[src/rtl/ise_pkg.sv]
package ise_pkg;
  // Per-pin tracking state
  typedef struct packed {
    logic pend;    // pending request
    logic lvl;     // effective level seen on previous cycle
    logic remote;  // delivered level interrupt awaiting end-of-interrupt
  } pin_state_t;
endpackage

[src/rtl/ise_pin_tracker.sv]
module ise_pin_tracker
  import ise_pkg::*;
(
  input  logic clk,
  input  logic rst_n,
  input  logic eff_i,
  input  logic mask_i,
  input  logic level_trig_i,
  input  logic grant_i,
  input  logic accept_i,
  input  logic eoi_clr_i,
  output logic cand_o
);

  pin_state_t st_q;
  pin_state_t st_d;
  logic       st_en;

  always_comb begin
    st_d     = st_q;
    st_d.lvl = eff_i;
    if (level_trig_i) begin
      st_d.pend = eff_i;
    end else begin
      // edge: set on rise, consumed by an offer, discarded while masked
      st_d.pend = eff_i & ~mask_i & ((st_q.pend & ~grant_i) | ~st_q.lvl);
    end
    if (grant_i && accept_i && level_trig_i) begin
      st_d.remote = 1'b1;
    end else if (eoi_clr_i) begin
      st_d.remote = 1'b0;
    end
  end

  assign st_en = (st_d != st_q);

  always_ff @(posedge clk or negedge rst_n) begin
    if (!rst_n) begin
      st_q <= '0;
    end else if (st_en) begin
      st_q <= st_d;
    end
  end

  assign cand_o = st_q.pend & ~mask_i & (~level_trig_i | ~st_q.remote);

endmodule

[src/rtl/ise_eoi_match.sv]
module ise_eoi_match #(
  parameter int NUM_PINS = 24,
  parameter int VEC_W    = 8
) (
  input  logic                      eoi_valid_i,
  input  logic [VEC_W-1:0]          eoi_vector_i,
  input  logic [NUM_PINS*VEC_W-1:0] vec_flat_i,
  output logic [NUM_PINS-1:0]       hit_o
);

  for (genvar g = 0; g < NUM_PINS; g++) begin : g_cmp
    assign hit_o[g] = eoi_valid_i && (vec_flat_i[g*VEC_W +: VEC_W] == eoi_vector_i);
  end

endmodule

[src/rtl/ise_prio_pick.sv]
module ise_prio_pick #(
  parameter int N     = 24,
  localparam int IW   = (N > 1) ? $clog2(N) : 1
) (
  input  logic [N-1:0]  req_i,
  output logic [N-1:0]  gnt_o,
  output logic [IW-1:0] idx_o,
  output logic          any_o
);

  // isolate lowest set bit
  assign gnt_o = req_i & (~req_i + {{(N-1){1'b0}}, 1'b1});
  assign any_o = |req_i;

  always_comb begin
    idx_o = '0;
    for (int i = N - 1; i >= 0; i--) begin
      if (req_i[i]) idx_o = i[IW-1:0];
    end
  end

endmodule

[src/rtl/irq_service_engine.sv]
module irq_service_engine
  import ise_pkg::*;
#(
  parameter int NUM_PINS = 24,
  parameter int VEC_W    = 8,
  localparam int PIN_W   = (NUM_PINS > 1) ? $clog2(NUM_PINS) : 1
) (
  input  logic                      clk,
  input  logic                      rst_n,
  input  logic [NUM_PINS-1:0]       pin_level_i,
  input  logic [NUM_PINS-1:0]       cfg_mask_i,
  input  logic [NUM_PINS-1:0]       cfg_polarity_i,
  input  logic [NUM_PINS-1:0]       cfg_trig_level_i,
  input  logic [NUM_PINS*VEC_W-1:0] cfg_vector_i,
  input  logic                      eoi_valid_i,
  input  logic [VEC_W-1:0]          eoi_vector_i,
  input  logic                      eoi_level_i,
  output logic                      dlv_valid_o,
  input  logic                      dlv_ready_i,
  output logic [PIN_W-1:0]          dlv_pin_o,
  output logic [VEC_W-1:0]          dlv_vector_o,
  output logic                      dlv_level_o,
  output logic [NUM_PINS-1:0]       ack_o
);

  // reset: asynchronous assert, synchronous release
  logic [1:0] rst_sync_q;
  logic       rst_int_n;

  always_ff @(posedge clk or negedge rst_n) begin
    if (!rst_n) begin
      rst_sync_q <= 2'b00;
    end else begin
      rst_sync_q <= {rst_sync_q[0], 1'b1};
    end
  end
  assign rst_int_n = rst_sync_q[1];

  logic [NUM_PINS-1:0] eff;
  logic [NUM_PINS-1:0] cand;
  logic [NUM_PINS-1:0] gnt;
  logic [NUM_PINS-1:0] hit;
  logic [NUM_PINS-1:0] eoi_clr;
  logic [PIN_W-1:0]    pick_idx;
  logic                pick_any;
  logic [VEC_W-1:0]    vec_arr [NUM_PINS];

  assign eff     = pin_level_i ^ cfg_polarity_i;
  assign eoi_clr = hit & cfg_trig_level_i & {NUM_PINS{eoi_level_i}};

  for (genvar g = 0; g < NUM_PINS; g++) begin : g_pin
    assign vec_arr[g] = cfg_vector_i[g*VEC_W +: VEC_W];

    ise_pin_tracker u_trk (
      .clk          (clk),
      .rst_n        (rst_int_n),
      .eff_i        (eff[g]),
      .mask_i       (cfg_mask_i[g]),
      .level_trig_i (cfg_trig_level_i[g]),
      .grant_i      (gnt[g]),
      .accept_i     (dlv_ready_i),
      .eoi_clr_i    (eoi_clr[g]),
      .cand_o       (cand[g])
    );
  end

  ise_eoi_match #(
    .NUM_PINS (NUM_PINS),
    .VEC_W    (VEC_W)
  ) u_match (
    .eoi_valid_i  (eoi_valid_i),
    .eoi_vector_i (eoi_vector_i),
    .vec_flat_i   (cfg_vector_i),
    .hit_o        (hit)
  );

  ise_prio_pick #(
    .N (NUM_PINS)
  ) u_pick (
    .req_i (cand),
    .gnt_o (gnt),
    .idx_o (pick_idx),
    .any_o (pick_any)
  );

  assign dlv_valid_o  = pick_any;
  assign dlv_pin_o    = pick_idx;
  assign dlv_vector_o = vec_arr[pick_idx];
  assign dlv_level_o  = cfg_trig_level_i[pick_idx];

  // acknowledge pulses
  logic [NUM_PINS-1:0] ack_q;
  logic [NUM_PINS-1:0] ack_d;
  logic                ack_en;

  assign ack_d  = hit;
  assign ack_en = (ack_d != ack_q);

  always_ff @(posedge clk or negedge rst_int_n) begin
    if (!rst_int_n) begin
      ack_q <= '0;
    end else if (ack_en) begin
      ack_q <= ack_d;
    end
  end

  assign ack_o = ack_q;

endmodule

[config.mk]
export PLATFORM = sky130hd
export DESIGN_NAME = irq_service_engine
export DESIGN_NICKNAME = d
export VERILOG_FILES = /design/src/rtl/ise_pkg.sv /design/src/rtl/ise_pin_tracker.sv /design/src/rtl/ise_eoi_match.sv /design/src/rtl/ise_prio_pick.sv /design/src/rtl/irq_service_engine.sv
export SDC_FILE = /design/constraint.sdc
export NUM_CORES = 1
export LEC_CHECK = 0
export ABC_AREA = 0
export CORE_UTILIZATION = 49
export CTS_BUF_LIST = sky130_fd_sc_hd__clkbuf_2
export DETAILED_ROUTE_END_ITERATION = 7
export PLACE_DENSITY = 0.87
export RECOVER_POWER = 100
export SYNTH_ARGS = -nofsm -noshare
export SYNTH_HDL_FRONTEND = slang
export SYNTH_SLANG_ARGS = --single-unit
[constraint.sdc]
create_clock -name clk -period 8.9 [get_ports clk]
set_input_delay 1.78 -clock clk [delete_from_list [all_inputs] [get_ports clk]]
set_output_delay 1.78 -clock clk [all_outputs]
set_load 0.02 [all_outputs]
==> impl_metrics.py <==
metrics = {
    "yosys": {
        "ys_top_cells_by_area": "dfrtp_1 (29%), xor2_1 (14%), mux2i_1 (8.6%)",
        "synth_seq_cells": 98,
        "async_flop_share_pct": 100.0,
        "synth_fp_nets": 1306,
        "syn_inst": 1005,
        "syn_area_sq_um": 8596,
        "synthFlopType": "dfrtp_1",
        "synth_common_cells": "nand2_1 (140), xor2_1 (136), dfrtp_1 (98), xnor2_1 (80), mux2i_1 (74)",
        "yosysSeqAreaShare_pct": 28.53,
        "synthDistinctLibCells": 62,
        "synth_warnings": 0,
        "synth.most_common_cell": "nand2_1",
        "synth.top_cell.area_share_pct": 28.53,
        "synth-edff-count": 0,
        "synth.avg_cell_area_sq_um": 8.553,
        "synth_largest_area_cell": "dfrtp_1",
    },
    "die": {
        "initial_utilization_pct": 49.87,
        "rows": 48,
        "die_w_um": 134.4,
        "core-area_sq_um": 17240,
        "die_y_um": 134.4,
        "ios": 340,
        "die_area_sq_um": 18080,
    },
    "run": {
        "drv_cap": 3,
    },
    "worst_setup_path": {
        "worstRegToRegCells": 1,
        "arrival_ns": 6.52,
        "cp.depth": 12,
        "cpLargestDelayFamily": "compound AO/OA/AOI/OAI gates",
        "crit_path_top_delay_cell": "a31oi_1",
        "path_buf_inv": 3,
        "worstSetupStartpointType": "input pin",
        "worstSetupPathType": "input pin to output port",
        "critPathMaxStageDelay_ns": 0.63,
        "end_kind": "output port",
        "path_max_fanout": 9,
        "required_ns": 7.12,
        "crit_chain": "clkdlybuf4s50_1 > nand2_1 > a32oi_1 > nor3b_1 > o21ai_0 > a31oi_1 > inv_1 > o211ai_1 > a21oi_1 > a2111oi_0 > a31oi_1 > clkdlybuf4s50_1",
    },
    "detailed_routing": {
        "drt_wl_total_um": 35370,
        "ant_nets": 0,
        "detail_route.iter0.violations": 858,
        "routedWlPerCell_um": 22.86,
        "vias": 9406,
        "firstDrtPassIters": 7,
        "drc": 0,
        "via_per_inst": 6.080,
    },
    "placement": {
        "portBuffers": 339,
        "dp_hpwl_um": 28340,
        "gp_congestion": 1.015,
    },
    "grt": {
        "grt_pass1_vias": 9272,
        "grt_use_total_pct": 38.97,
        "grt_start_max_net_pins": 104,
        "antenna_found_initial": 4,
        "grt_pass1_wl_um": 52900,
        "overflow": 0,
    },
    "run_status": {
        "violations": "capacitance limit, slew limit",
        "status": "finished with violations",
    },
    "timing": {
        "setup_viol": 0,
        "worst_slew_margin_rel_pct": -80.15,
        "worst_slew_pin_slew_ns": 2.702,
        "grt_setup_unrepaired": "no",
        "clock_skew_ns": 0.06151,
        "period_needed_ns": 8.296,
        "fin_tns_setup_ns": 0,
        "timing.fmax_ghz": 0.1205,
        "finalHoldViolCount": 0,
        "hold_ws_ns": 0.3966,
        "period_share_pct": 93.22,
        "slew_violations": 124,
    },
    "pwr": {
        "power.density_nw_per_um2": 144.1,
        "finalPower_uw": 1767,
        "power_leakage_uw": 0.005055,
        "ir_drop_v": 0.0001462,
    },
    "final_layout": {
        "drive_above_1_share_pct": 3.485,
        "syn_to_final_growth_pct": 42.66,
        "final_nets": 1616,
    },
    "hold_path": {
        "hold_path.class": "register to register",
        "hold_depth": 0,
    },
    "clocking": {
        "numCtsBuffers": 9,
        "post_cts_resized": 0,
        "clk_pin_slew_worst_paths_ns": 0.33,
        "postCtsSetupRepairBufs": 0,
        "hold_buffers": 0,
        "clockBufferDepth": 2,
        "root_buffer": "clkbuf_2",
        "worst_skew_pair.late_latency_ns": 0.64,
        "cts_tree": "yes",
        "cts_sinks": 98,
        "h-tree-depth": 3,
    },
}
[layer usage]
| metal | track usage (%) | vias up | share of wire [%] |
|---|---|---|---|
| li1 | - | 4217 | - |
| met1 | 50.14 | 4441 | 39 |
| met2 | 63.50 | 629 | 46 |
| met3 | 7.370 | 117 | 10 |
| met4 | 17.42 | 2 | 4.8 |
| met5 | 0 | - | 0.025 |
[area by class of cell]
cell class | count | area, sq um
multi-input cells | 839 | 5827
well taps | 225 | 281.5
clock inverters | 7 | 96.34
diodes | 2 | 5.005
fillers | 1368 | 4974
clock buffers | 9 | 45.04
repair buffers | 354 | 3507
flip-flops and latches | 98 | 2452
inverters | 13 | 48.80
[metrics by stage]
stage	worst slack, ns	util, %	instances	instance area, sq um
2_1_floorplan	2.755	-	1005	8596
3_3_place_gp	1.147	70.49	1529	12150
3_5_place_dp	1.132	70.49	1529	12150
4_1_cts	1.101	71.31	1545	12290
5_1_grt	0.4366	71.15	1547	12260
6_report	0.6037	71.15	1547	12260
[state kept, by name (all words and copies together), names as in the netlist]
register and flops:
rst_sync_q 2, g_pin.u_trk.st_q 72, ack_o 24
[cells by family (layout without fill, tap and decap cells)]
| family | count (synthesis) | after routing | synth area share [%] |
|---|---|---|---|
| buffers and inverters | 68 | 383 | 3.464 |
| muxes | 76 | 76 | 8.879 |
| other | 1 | 3 | 0.04363 |
| xor gates and xnor gates | 216 | 216 | 22.01 |
| AOI/OAI and AO/OA | 188 | 188 | 16.19 |
| DFF | 98 | 98 | 28.53 |
| and+or+nand+nor | 358 | 358 | 20.89 |
[final timing paths]
check	from	to	slack, ns
setup / recovery	cfg_trig_level_i[20]	dlv_vector_o[5]	0.60
hold / removal	rst_sync_q[0]	rst_sync_q[1]	0.40
setup reg to reg	rst_sync_q[1]	g_pin[18].u_trk.st_q[0]	4.80
hold reg to reg	rst_sync_q[0]	rst_sync_q[1]	0.40
max in group asynchronous	rst_sync_q[1]	g_pin[18].u_trk.st_q[0]	4.80
min in group asynchronous	rst_sync_q[1]	ack_o[16]	0.77
[placed cells by master, fill, tap and decap left out, types with 5 or more instances in the layout]
| cell | n |
|---|---|
| a2111oi_0 | 7 |
| a211oi_1 | 15 |
| a21oi_1 | 38 |
| a31oi_1 | 6 |
| a32o_1 | 17 |
| a32oi_1 | 6 |
| and2_1 | 14 |
| and3_1 | 11 |
| buf_4 | 11 |
| clkbuf_2 | 9 |
| clkdlybuf4s50_1 | 283 |
| dfrtp_1 | 98 |
| dlygate4sd3_1 | 56 |
| inv_1 | 12 |
| mux2i_1 | 74 |
| nand2_1 | 140 |
| nand2b_1 | 11 |
| nand3_1 | 55 |
| nand4_1 | 13 |
| nor2_1 | 35 |
| nor2b_1 | 9 |
| nor3_1 | 8 |
| nor3b_1 | 7 |
| nor4_1 | 34 |
| o211ai_1 | 12 |
| o21a_1 | 25 |
| o21ai_0 | 11 |
| o22ai_1 | 15 |
| or2_2 | 5 |
| xnor2_1 | 80 |
| xor2_1 | 136 |
[power breakdown]
group	internal [uW]	total (uW)	leakage, uW	switching [uW]
combinational	440	986	0.00374	547
clock	74.0	245	0.0000808	171
sequential	502	535	0.00124	33.3
(Power assumes the default switching activity.)
